**config.mk**
```make
export PLATFORM = sky130hd
export DESIGN_NAME = irq_vec_ctrl
export DESIGN_NICKNAME = d
export VERILOG_FILES = /design/src/rtl/irq_vec_pkg.sv /design/src/rtl/irq_pend_bank.sv /design/src/rtl/irq_prio_arb.sv /design/src/rtl/irq_hold.sv /design/src/rtl/irq_vec_ctrl.sv
export SDC_FILE = /design/constraint.sdc
export NUM_CORES = 1
export LEC_CHECK = 0
export ABC_AREA = 0
export ABC_CLOCK_PERIOD_IN_PS = 21500
export BUFFER_PORTS_ARGS = -buffer_cell sky130_fd_sc_hd__buf_2
export CORE_AREA = 5 5 114 116
export CTS_BUF_LIST = sky130_fd_sc_hd__clkbuf_8
export CTS_CLUSTER_SIZE = 28
export DETAILED_ROUTE_END_ITERATION = 10
export DIE_AREA = 0 0 119 121
export PLACE_DENSITY = 0.58
export SYNTH_ARGS = -nofsm -noshare
export SYNTH_HDL_FRONTEND = slang
export SYNTH_SLANG_ARGS = --single-unit
```
**constraint.sdc**
```tcl
create_clock -name clk -period 21.5 [get_ports clk]
set_input_delay 2.15 -clock clk [delete_from_list [all_inputs] [get_ports clk]]
set_output_delay 2.15 -clock clk [all_outputs]
set_load 0.005 [all_outputs]
```
**src/rtl/irq_vec_pkg.sv**
```systemverilog
package irq_vec_pkg;

  // Vector address for a source index relative to a base address.
  function automatic logic [31:0] vec_addr(input logic [31:0] base,
                                           input logic [31:0] idx);
    return base + idx;
  endfunction

  // True when level a strictly outranks level b (larger value wins).
  function automatic logic lvl_beats(input logic [31:0] a,
                                     input logic [31:0] b);
    return a > b;
  endfunction

  // One-hot decode of an index into a 32-bit mask.
  function automatic logic [31:0] idx_onehot(input logic [31:0] idx);
    return 32'd1 << idx;
  endfunction

endpackage

```
**src/rtl/irq_pend_bank.sv**
```systemverilog
module irq_pend_bank #(
  parameter int NUM_SRC = 13
) (
  input  logic               clk,
  input  logic               rst_n,
  input  logic [NUM_SRC-1:0] src_in,
  input  logic [NUM_SRC-1:0] clr_ev,
  output logic [NUM_SRC-1:0] rise_ev,
  output logic [NUM_SRC-1:0] pend
);

  logic [NUM_SRC-1:0] src_d;

  for (genvar i = 0; i < NUM_SRC; i++) begin : g_src
    assign rise_ev[i] = src_in[i] & ~src_d[i];

    always_ff @(posedge clk) begin
      if (!rst_n) begin
        src_d[i] <= 1'b0;
        pend[i]  <= 1'b0;
      end else begin
        src_d[i] <= src_in[i];
        // a fresh edge wins over a clear on the same edge
        pend[i]  <= rise_ev[i] | (pend[i] & ~clr_ev[i]);
      end
    end
  end

endmodule

```
**src/rtl/irq_prio_arb.sv**
```systemverilog
module irq_prio_arb
  import irq_vec_pkg::*;
#(
  parameter int NUM_SRC = 13,
  parameter int LVL_W   = 4,
  localparam int IDX_W  = (NUM_SRC > 1) ? $clog2(NUM_SRC) : 1
) (
  input  logic [NUM_SRC-1:0]       cand,
  input  logic [NUM_SRC*LVL_W-1:0] prio_cfg,
  output logic                     grant_vld,
  output logic [IDX_W-1:0]         grant_idx
);

  logic [LVL_W-1:0] best_lvl;

  always_comb begin
    grant_vld = 1'b0;
    grant_idx = '0;
    best_lvl  = '0;
    // ascending scan, strict compare keeps the lowest index on ties
    for (int i = 0; i < NUM_SRC; i++) begin
      if (cand[i]) begin
        if (!grant_vld ||
            lvl_beats(32'(prio_cfg[i*LVL_W +: LVL_W]), 32'(best_lvl))) begin
          grant_vld = 1'b1;
          grant_idx = IDX_W'(i);
          best_lvl  = prio_cfg[i*LVL_W +: LVL_W];
        end
      end
    end
  end

endmodule

```
**src/rtl/irq_hold.sv**
```systemverilog
module irq_hold
  import irq_vec_pkg::*;
#(
  parameter int NUM_SRC = 13,
  localparam int IDX_W  = (NUM_SRC > 1) ? $clog2(NUM_SRC) : 1
) (
  input  logic               clk,
  input  logic               rst_n,
  input  logic               grant_vld,
  input  logic [IDX_W-1:0]   grant_idx,
  input  logic               ack,
  output logic               req,
  output logic [IDX_W-1:0]   win_idx,
  output logic               take,
  output logic               launch,
  output logic [NUM_SRC-1:0] clr_ev
);

  logic [31:0] clr_wide;

  assign take     = req & ack;
  assign launch   = ~req & grant_vld;
  assign clr_wide = idx_onehot(32'(win_idx));
  assign clr_ev   = take ? clr_wide[NUM_SRC-1:0] : '0;

  always_ff @(posedge clk) begin
    if (!rst_n) begin
      req     <= 1'b0;
      win_idx <= '0;
    end else if (take) begin
      req     <= 1'b0;
    end else if (launch) begin
      req     <= 1'b1;
      win_idx <= grant_idx;
    end
  end

endmodule

```
**src/rtl/irq_vec_ctrl.sv**
```systemverilog
module irq_vec_ctrl
  import irq_vec_pkg::*;
#(
  parameter int          NUM_SRC  = 13,
  parameter int          LVL_W    = 4,
  parameter int          VEC_W    = 16,
  parameter logic [31:0] VEC_BASE = 32'h0000_0100
) (
  input  logic                     clk,
  input  logic                     rst_n,
  input  logic [NUM_SRC-1:0]       src_in,
  input  logic [NUM_SRC-1:0]       src_en,
  input  logic [NUM_SRC*LVL_W-1:0] prio_cfg,
  input  logic                     irq_ack,
  output logic                     irq_req,
  output logic [VEC_W-1:0]         irq_vec
);

  localparam int IDX_W = (NUM_SRC > 1) ? $clog2(NUM_SRC) : 1;

  logic [NUM_SRC-1:0] rise_ev;
  logic [NUM_SRC-1:0] pend;
  logic [NUM_SRC-1:0] clr_ev;
  logic [NUM_SRC-1:0] cand;
  logic               grant_vld;
  logic [IDX_W-1:0]   grant_idx;
  logic [IDX_W-1:0]   win_idx;
  logic               take;
  logic               launch;
  logic [31:0]        vec_wide;

  assign cand = pend & src_en;

  irq_pend_bank #(.NUM_SRC(NUM_SRC)) u_pend (
    .clk     (clk),
    .rst_n   (rst_n),
    .src_in  (src_in),
    .clr_ev  (clr_ev),
    .rise_ev (rise_ev),
    .pend    (pend)
  );

  irq_prio_arb #(.NUM_SRC(NUM_SRC), .LVL_W(LVL_W)) u_arb (
    .cand      (cand),
    .prio_cfg  (prio_cfg),
    .grant_vld (grant_vld),
    .grant_idx (grant_idx)
  );

  irq_hold #(.NUM_SRC(NUM_SRC)) u_hold (
    .clk       (clk),
    .rst_n     (rst_n),
    .grant_vld (grant_vld),
    .grant_idx (grant_idx),
    .ack       (irq_ack),
    .req       (irq_req),
    .win_idx   (win_idx),
    .take      (take),
    .launch    (launch),
    .clr_ev    (clr_ev)
  );

  assign vec_wide = vec_addr(VEC_BASE, 32'(win_idx));
  assign irq_vec  = vec_wide[VEC_W-1:0];

endmodule

```
==> Yosys cells after proc, flatten, opt, wreduce, memory -nomap -nowiden <==
Cells that the tools add are included.
{ "word_totals": {"out_inout_bits": 17, "input_bits": 81, "elab_cells": 212, "ff_bits": 31} }
{ "op_classes": {"reduce_logical": 26, "n_addsub": 1, "mux": 73, "n_bitwise": 71, "n_shift": 1, "order_cmp": 12} }
{ "op_table": {"columns": ["cell", "n"], "rows": [
  ["two-way mux 4 bit", 46],
  ["> comparator 4 bit", 12],
  ["NOT 1 bit", 29],
  ["bitwise AND 1 bit", 28],
  ["two-way mux 1 bit", 26],
  ["bitwise AND 13 bit", 1],
  ["two-way mux 13 bit", 1],
  ["OR 1 bit", 13],
  ["left shift 1 x 4 -> 13 bit, first input constant", 1],
  ["logical NOT 1 bit", 12],
  ["logical OR 1 bit", 12],
  ["adder 9 x 4 -> 10 bit, first input constant", 1],
  ["AND reduction 2 bit", 1],
  ["OR reduction 2 bit", 1]
]} }

==> Logic depth before layout (Yosys ltp) <==
Gate-level depths: netlist (run 1).
{ "logic_depth": {"ltp_word": 52, "depth_mapped": 99, "ltp_nobuf": 97} }

==> Modules after synthesis <==
A second synthesis (run 1) with hierarchy kept.
{ "hier_totals": {"hier_cells": 455, "hier_area_um2": 3766.1} }
{ "by_module_without_submodules": {"columns": ["mod", "instances", "cells_each", "seq_area_each_um2", "area_each_um2"], "rows": [
  ["irq_prio_arb", 1, 304, 0.0, 2366.0],
  ["irq_pend_bank", 1, 80, 520.5, 884.6],
  ["irq_hold", 1, 44, 100.1, 336.6],
  ["irq_vec_ctrl", 1, 27, 0.0, 178.9]
]} }

==> Least setup slack after synthesis (run 1) <==
OpenSTA, ideal clock, no wires.
{ "synth_timing": {"kind": "input to register", "startpoint": "input src_en[0]", "endpoint": "register u_hold.win_idx[1]", "t_arrival_ps": 17737, "t_required_ps": 21409, "cell_stages": 89, "setup_slack_ps": 3672, "path_buffers": 2, "setup_time_ps": 91, "path_cell_list": "nand3_1 ha_1 nor2b_1 o211ai_1 a21o_1 mux2_2 ha_1 nor2b_1 o211ai_1 a31o_2 nor2_1 a21o_1 ha_1 nor2b_1 o21ai_0 a21o_1 a21o_1 mux2i_2 (+53 left out) nor2b_1 o21ai_0 nand2b_1 a21oi_1 a41o_1 nand2_1 nand3_1 inv_1 o21a_1 ha_1 nor2b_1 o21ai_0 nand2b_1 a21oi_1 nor3_1 nor3_1 a21oi_1 a311oi_1"} }
{ "synth_via": {"elab_chain_len": 52, "elab_cells_between_ends": 109, "cone_classes": "order compare (12); mux (70); bitwise (2); reduce/logical (25)"} }
{ "synth_rtl": {"columns": ["element", "line_no", "rtl"], "rows": [
  ["start: declaration", "irq_vec_ctrl.sv:12", "input logic [NUM_SRC-1:0] src_en,"],
  ["bitwise AND 13 bit (*)", "irq_vec_ctrl.sv:32", "assign cand = pend & src_en;"],
  ["two-way mux 4 bit or two-way mux 1 bit (tied branches)", "irq_prio_arb.sv:22", "if (cand[i]) begin"],
  ["> comparator 4 bit or logical NOT 1 bit (tied branches)", "irq_vec_pkg.sv:12, irq_prio_arb.sv:23", null],
  ["logical OR 1 bit", "irq_prio_arb.sv:23", "if (!grant_vld ||"],
  ["two-way mux 4 bit or two-way mux 1 bit (tied branches)", "irq_prio_arb.sv:23", null],
  ["two-way mux 4 bit or two-way mux 1 bit (tied branches)", "irq_prio_arb.sv:22", null],
  ["> comparator 4 bit or logical NOT 1 bit (tied branches)", "irq_vec_pkg.sv:12, irq_prio_arb.sv:23", null],
  ["logical OR 1 bit", "irq_prio_arb.sv:23", null],
  ["(+36 left out)", null, null],
  ["two-way mux 4 bit or two-way mux 1 bit (tied branches)", "irq_prio_arb.sv:23", null],
  ["two-way mux 4 bit or two-way mux 1 bit (tied branches)", "irq_prio_arb.sv:22", null],
  ["> comparator 4 bit or logical NOT 1 bit (tied branches)", "irq_vec_pkg.sv:12, irq_prio_arb.sv:23", null],
  ["logical OR 1 bit", "irq_prio_arb.sv:23", null],
  ["two-way mux 1 bit", "irq_prio_arb.sv:23", null],
  ["two-way mux 1 bit", "irq_prio_arb.sv:22", null],
  ["bitwise AND 1 bit", "irq_hold.sv:22", "assign launch = ~req & grant_vld;"],
  ["AND reduction 2 bit (no line)", null, null],
  ["end signal: assignment", "irq_hold.sv:34", "win_idx <= grant_idx;"],
  ["end: declaration", "irq_hold.sv:13", "output logic [IDX_W-1:0] win_idx,"]
]} }
Every way passes the cells marked *; elsewhere a longest branch is shown, timed or not.
A chain may end at the register's enable or synchronous reset.

==> Worst setup path after layout (run 1) <==
{ "layout_timing": {"startpoint": "input src_en[0]", "endpoint": "register u_hold.win_idx[2]"} }
Same word-level chain as after synthesis.

==> reports/metrics.csv, run 1 <==
metric,value,unit
status,"finished, final reports clean",
H-tree levels,2,
RSZ-0062 raised after global routing,no,
Fin Clk Skew,6.162,ps
initial antenna violation count,0,
TritonCTS sink count,31,
io pins,98,
Mean Syn Cell Area,7.801,um2
Synth Instances,443,
Pleak,1.999,nW
required time worst endpoint,21670,ps
CORE AREA,0.01181,mm2
DRC viols,0,
Worst VDD drop,0.04776,mV
CP max-delay cell,a31oi_2,
Die ar.,0.01440,mm2
# rows,40,
CTS Buf Count,5,
CTS tree,done,
"Cell Area, Synth",0.003456,mm2
minimum clock period,19950,ps
"most common cell after layout, fill and taps aside",buf_2,
fmax,50.13,MHz
"CTS clk-pin slew, worst paths",60,ps
first-pass GRT wire length,15750,um
fraction of layout cells with a size suffix above 1,23.40,%
DRT iter0 DRCs,151,
dpl hpwl,8282,um
Yosys reg bits,31,
kind of end point of the critical path,flop,
share of the synthesized area in the top cell type,17.96,%
final slew viol count,0,
synth top area cells,"dfxtp_1 18%, ha_1 16%, a21oi_1 5.8%",
Critical Path Start Type,input port,
GRT overflow,0,
Die Y,121,um
Area Growth Syn to Fin,18.50,%
Critical Path Fanout Max,10,
drt first pass iters,4,
fraction of the cycle the final worst path needs,92.79,%
top_reg_cell synth,dfxtp_1,
Port-buffer cells,85,
Setup CP Type,in -> reg,
Synth Warn #,0,
hold crit path type,reg -> reg,
Die W,119,um
CP dominant cell by count,ha_1,
final setup vio count,0,
Vias/cell,5.044,
Power Dens Cells,63.42,mW/mm2
routability congestion estimate,0.8817,
Wirelength per Cell,14.11,um
largest net degree at the start of global routing,17,
Ant. Diodes,0,
most frequent cells in the layout,"85 x buf_2, 44 x ha_1, 42 x nand2_1",
post-synth top area cell,dfxtp_1,
total track usage,13.10,%
ys async rst share,0,%
worst path arrival time,20120,ps
number of global-route vias before repair,3415,
via count,3415,
Critical Path Max Stage Delay,510,ps
synth unique cells,60,
max_slew headroom,53.33,%
Final #Nets,654,
"EDFF count, synth",0,
maximum buffer depth of the clock tree,2,
Final Hold Viols,0,
Initial Util,29.26,%
WL final,9553,um
Post-DRT Antenna Nets,0,
hold_ws,481.5,ps
worst slew pin tran,691.3,ps
max-cap viol count,0,
root buffer cell,clkbuf_8,
register area share after synthesis,17.96,%
later-pin clock latency in the skew report,280,ps
Setup TNS,0,ps
critical path: cells and delay by family:
| family | cells | cell delay, ps |
|---|---|---|
| buf+inv | 5 | 510 |
| mux | 6 | 2100 |
| fa+ha+maj | 12 | 3450 |
| simple gates | 28 | 3680 |
| compound gates | 41 | 8220 |
routing by layer:
metal | track usage [%] | vias up | wire length, um
met5 | 0 | - | 0
met4 | 1.955 | 0 | 88
met3 | 2.564 | 11 | 433
met2 | 23.88 | 79 | 4619
met1 | 16.23 | 1560 | 4412
li1 | - | 1765 | -
area by class of cell:
class	instances	area, um2
Tap cell	147	183.9
Timing Repair Buffer	85	425.4
Inverter	38	142.6
Clock buffer	7	96.34
Sequential cell	31	620.6
Fill cell	1267	7716
Clock inverter	1	7.507
Multi-Input combinational cell	368	2619
cells by family (layout without fill, tap and decap cells):
kind of cell	count (synthesis)	after routing	synth area share, %
fa+ha+maj	44	44	15.93
mux	20	20	7.096
compound gates	146	146	28.89
flops	31	31	17.96
other cells	2	12	0.2173
simple gates	146	146	22.30
buf+inv	54	131	7.603
final timing paths:
| path | from | endpoint | slack (ps) | cells past startpoint |
|---|---|---|---|---|
| max | src_en[0] | u_hold.win_idx[2] | 1550 | 92 |
| min | u_pend.pend[12] | u_pend.pend[12] | 480 | 2 |
| max reg2reg | u_pend.pend[0] | u_hold.win_idx[2] | 3070 | 91 |
| min reg2reg | u_pend.pend[12] | u_pend.pend[12] | 480 | 2 |
synth_stat cells, types with 7 or more instances:
| library cell | count |
|---|---|
| dfxtp_1 | 31 |
| buf_4 | 12 |
| ha_1 | 44 |
| nand3_1 | 15 |
| o21a_1 | 8 |
| a21o_1 | 11 |
| a21oi_1 | 40 |
| inv_1 | 38 |
| nand2b_1 | 21 |
| o21ai_0 | 28 |
| nor2b_1 | 11 |
| mux2i_1 | 7 |
| and2_1 | 17 |
| nor2_1 | 19 |
| nand2_1 | 42 |
| mux2_4 | 7 |
repair_timing:
action / in CTS / in global routing
hold buffers: 0 / 0
endpoints found under the setup margin: 0 / 3
gates resized for setup: 0 / 1
setup buffers: 0 / 0
where the power goes:
part	leakage [nW]	internal, mW	switching, mW	total [mW]
clock	0.0505	0.0291	0.0209	0.0500
combinational	1.69	0.0646	0.0779	0.142
sequential	0.258	0.0624	0.00487	0.0673
total	2.00	0.156	0.104	0.260
stage by stage:
stage	worst slack [ps]	area (um2)	cells	utilization (%)	power (mW)
after global placement	1634	3983	669	33.72	0.2063
after floorplan	3672	3493	453	-	0.1742
final	1551	4095	677	34.67	0.2597
after global routing	44.89	4095	677	34.67	0.2853
after detailed placement	1142	3983	669	33.72	0.2111
after CTS	1405	4086	677	34.60	0.2621
sequential cells by signal (all words and copies together) (netlist names):
name,cells
u_pend.pend,13
u_hold.req,1
u_hold.win_idx,4
u_pend.src_d,13
Note: power is estimated with default switching activity, not from simulation.
==> inputs of run 2 (changes only) <==
--- a/config.mk
+++ b/config.mk
@@ -13,7 +13,6 @@
 export CTS_CLUSTER_SIZE = 28
 export DETAILED_ROUTE_END_ITERATION = 10
 export DIE_AREA = 0 0 119 121
-export PLACE_DENSITY = 0.58
 export SYNTH_ARGS = -nofsm -noshare
 export SYNTH_HDL_FRONTEND = slang
 export SYNTH_SLANG_ARGS = --single-unit
==> reports/metrics.csv, run 2 (synthesis gave the netlist of run 1 again) <==
metric,value,unit
status,"finished, final reports clean",
"most common cell after layout, fill and taps aside",buf_2,
Final #Nets,654,
# rows,40,
"reg-to-reg slack, setup",3220,ps
CP max-delay cell,o31ai_2,
Non-Filler Instances,677,
Power Dens Cells,61.95,mW/mm2
Critical Path Max Stage Delay,550,ps
kind of end point of the critical path,flop,
pre-CTS WS,1388,ps
CP dominant cell by count,ha_1,
fraction of layout cells with a size suffix above 1,23.02,%
DRT iter0 DRCs,98,
Initial Util,29.26,%
HP Start,u_pend.pend[12],
Die W,119,um
number of global-route vias before repair,3284,
fill count,1291,
reg2reg start,u_pend.pend[0],
final worst setup slack,1707,ps
fraction of the cycle the final worst path needs,92.06,%
Critical Path Fanout Max,10,
post-CTS setup buffer count,0,
Fin Clk Skew,5.065,ps
later-pin clock latency in the skew report,280,ps
via count,3409,
"CTS clk-pin slew, worst paths",60,ps
total track usage,13.08,%
Port-buffer cells,85,
final setup vio count,0,
final slew viol count,0,
dpl hpwl,8451,um
drt first pass iters,5,
Post-DRT Antenna Nets,0,
Die ar.,0.01440,mm2
CTS Buf Count,5,
maximum buffer depth of the clock tree,2,
fmax,50.52,MHz
overall power,0.2518,mW
Placed Cells,669,
first-pass GRT wire length,15690,um
Worst VDD drop,0.03738,mV
worst slew pin tran,722.1,ps
Area Growth Syn to Fin,17.60,%
hold_ws,481.1,ps
Post-DP Area,0.003983,mm2
routability congestion estimate,0.8377,
cts repair resizes,0,
critical path startpoint,src_en[0],
DRC viols,0,
fin area,0.004064,mm2
GRT overflow,0,
hold crit path type,reg -> reg,
H-tree levels,2,
Die Y,121,um
max-cap viol count,0,
Wirelength per Cell,14.22,um
root buffer cell,clkbuf_8,
Pleak,1.998,nW
most frequent cells in the layout,"85 x buf_2, 44 x ha_1, 42 x nand2_1",
initial antenna violation count,0,
io pins,98,
TritonCTS sink count,31,
largest net degree at the start of global routing,17,
Setup TNS,0,ps
# hold bufs at CTS,0,
Ant. Diodes,0,
Setup CP Type,in -> reg,
max_slew headroom,51.25,%
final core occ,34.41,%
minimum clock period,19790,ps
CTS tree,done,
Final Hold Viols,0,
largest registers,"u_pend.pend x13, u_pend.src_d x13, u_hold.win_idx x4",
CORE AREA,0.01181,mm2
worst path arrival time,19970,ps
RSZ-0062 raised after global routing,no,
Vias/cell,5.035,
required time worst endpoint,21680,ps
Critical Path Start Type,input port,
WL final,9630,um
-- run 2: cell type report --
| type | count | area, um2 | area share, % |
|---|---|---|---|
| Sequential cell | 31 | 620.6 | 15.27 |
| Timing Repair Buffer | 85 | 425.4 | 10.47 |
| Clock buffer | 5 | 68.82 | 1.693 |
| Inverter | 38 | 142.6 | 3.510 |
| Tap cell | 147 | 183.9 | 4.526 |
| Multi-Input combinational cell | 368 | 2610 | 64.22 |
| Clock inverter | 3 | 12.51 | 0.3079 |
-- run 2: final timing paths --
check                       to  depth (start not counted)
max          u_hold.win_idx[2]                         92
min            u_pend.pend[12]                          2
max reg2reg  u_hold.win_idx[2]                         91
min reg2reg    u_pend.pend[12]                          2
-- run 2: worst max-delay path: cells and delay by family --
| family | cells | cell delay [ps] |
|---|---|---|
| buffers and inverters | 5 | 510 |
| muxes | 6 | 2120 |
| AOI/OAI and AO/OA | 41 | 8070 |
| and+or+nand+nor | 28 | 3590 |
| adders and majority gates | 12 | 3470 |
-- run 2: where the power goes --
part | total [mW] | switching (mW) | internal [mW]
Combinational | 0.142 | 0.0777 | 0.0643
Clock | 0.0424 | 0.0207 | 0.0217
Sequential | 0.0674 | 0.00501 | 0.0624
Total | 0.252 | 0.103 | 0.148
-- run 2: metal layers --
metal / GRT usage (%) / up-vias / wire length, um
li1: - / 1765 / -
met1: 16.82 / 1551 / 4384
met2: 23.14 / 86 / 4718
met3: 2.611 / 7 / 463
met4: 1.738 / 0 / 63
met5: 0 / - / 0
==> inputs of run 3 (changes only) <==
--- a/config.mk
+++ b/config.mk
@@ -8,11 +8,12 @@
 export ABC_AREA = 0
 export ABC_CLOCK_PERIOD_IN_PS = 21500
 export BUFFER_PORTS_ARGS = -buffer_cell sky130_fd_sc_hd__buf_2
-export CORE_AREA = 5 5 114 116
+export CORE_AREA = 5 5 90 92
 export CTS_BUF_LIST = sky130_fd_sc_hd__clkbuf_8
 export CTS_CLUSTER_SIZE = 28
 export DETAILED_ROUTE_END_ITERATION = 10
-export DIE_AREA = 0 0 119 121
+export DIE_AREA = 0 0 95 97
+export PLACE_DENSITY = 0.75
 export SYNTH_ARGS = -nofsm -noshare
 export SYNTH_HDL_FRONTEND = slang
 export SYNTH_SLANG_ARGS = --single-unit
==> reports/metrics.csv, run 3 (synthesis gave the netlist of run 1 again) <==
metric,value,unit
status,"finished, final reports clean",
CP Buf/Inv Count,5,
Setup CP Type,in -> reg,
R2R cell count,90,
TritonCTS sink count,31,
Vias/cell,5.501,
io pins,98,
Reg2Reg Capture Point,u_hold.win_idx[2],
final setup vio count,0,
routability congestion estimate,0.8738,
post-CTS setup buffer count,0,
most frequent cells in the layout,"85 x buf_2, 44 x ha_1, 42 x nand2_1",
Critical Path Max Stage Delay,560,ps
Die W,95,um
CTS tree,done,
Port-buffer cells,85,
HP Start,u_pend.src_d[11],
DRT iter0 DRCs,87,
"delay-heaviest family, CP",compound AO/OA/AOI/OAI gates,
WL final,8824,um
required time worst endpoint,21670,ps
"CTS clk-pin slew, worst paths",60,ps
Post-DP Area,0.003923,mm2
initial antenna violation count,0,
final slew viol count,0,
fmax,50.26,MHz
Die ar.,0.009215,mm2
worst path arrival time,20070,ps
critical path startpoint,src_en[0],
"most common cell after layout, fill and taps aside",buf_2,
Initial Util,48.42,%
max-cap viol count,0,
Area Growth Syn to Fin,15.60,%
Post-DRT Antenna Nets,0,
dpl hpwl,7571,um
Power Dens Cells,62.12,mW/mm2
fin area,0.003995,mm2
largest net degree at the start of global routing,17,
final worst setup slack,1605,ps
kind of end point of the critical path,flop,
minimum clock period,19890,ps
root buffer cell,clkbuf_8,
Final #Nets,654,
# rows,31,
first-pass GRT wire length,14960,um
CP max-delay cell,o31ai_2,
worst slew pin tran,763.9,ps
Wirelength per Cell,14.07,um
hold_ws,482.0,ps
cts repair resizes,0,
hold crit path type,reg -> reg,
RSZ-0062 raised after global routing,no,
# hold bufs at CTS,0,
Hold Path Stages,2,
DRC viols,0,
drt first pass iters,5,
Pleak,1.989,nW
via count,3449,
Ant. Diodes,0,
total track usage,19.22,%
Final Hold Viols,0,
Critical Path Start Type,input port,
fraction of layout cells with a size suffix above 1,22.92,%
Placed Cells,621,
Fin Clk Skew,5.611,ps
later-pin clock latency in the skew report,280,ps
reg2reg start,u_pend.pend[0],
max_slew headroom,48.42,%
Min-Delay Endpoint,u_pend.pend[11],
fraction of the cycle the final worst path needs,92.53,%
CP dominant cell by count,ha_1,
number of global-route vias before repair,3483,
maximum buffer depth of the clock tree,2,
Worst VDD drop,0.05159,mV
Die Y,97,um
H-tree levels,2,
CTS Buf Count,5,
pre-CTS WS,1504,ps
largest registers,"u_pend.pend x13, u_pend.src_d x13, u_hold.win_idx x4",
GRT overflow,0,
Critical Path Fanout Max,10,
CORE AREA,0.007137,mm2
"reg-to-reg slack, setup",3140,ps
Setup TNS,0,ps
Non-Filler Instances,627,
[run 3: cell types whose count changed in the layout (fill, tap and decap cells not counted), sizes merged]
cell	before	now
clkinv	1	0
inv	40	39
[run 3: cell type report]
cell class / instances / area, um2
Multi-Input combinational cell: 368 / 2610
Clock inverter: 1 / 3.754
Fill cell: 713 / 3142
Sequential cell: 31 / 620.6
Tap cell: 99 / 123.9
Inverter: 38 / 142.6
Timing Repair Buffer: 85 / 425.4
Clock buffer: 5 / 68.82
[run 3: how the worst max path moves through the flow]
stage / endpoint / cells after the start
final: u_hold.win_idx[2] / 91
after global routing: u_hold.win_idx[1] / 92
after CTS: u_hold.win_idx[2] / 91
after detailed placement: u_hold.win_idx[2] / 91
after global placement: u_hold.win_idx[2] / 88
after floorplan: u_hold.win_idx[1] / 89
[run 3: power by group]
group          internal [mW]  switching (mW)
clock network         0.0210          0.0188
logic                 0.0642          0.0770
registers             0.0624         0.00472
[run 3: worst min-delay path, cell delays in order, from the launching register on]
cell	delay, ps
dfxtp_1	300
nand2b_1	90
a21oi_1	50
[run 3: layer usage]
layer,GRT usage (%),wire length [um]
met2,34.92,4428
met1,24.05,3857
met3,2.327,495
met5,0,0
met4,3.441,42
[run 3: per-stage QoR]
| step | util [%] | power [mW] |
|---|---|---|
| after floorplan | - | 0.1742 |
| after global placement | 54.96 | 0.2038 |
| after detailed placement | 54.96 | 0.2082 |
| after CTS | 55.98 | 0.2492 |
| after global routing | 55.98 | 0.2728 |
| final | 55.98 | 0.2482 |
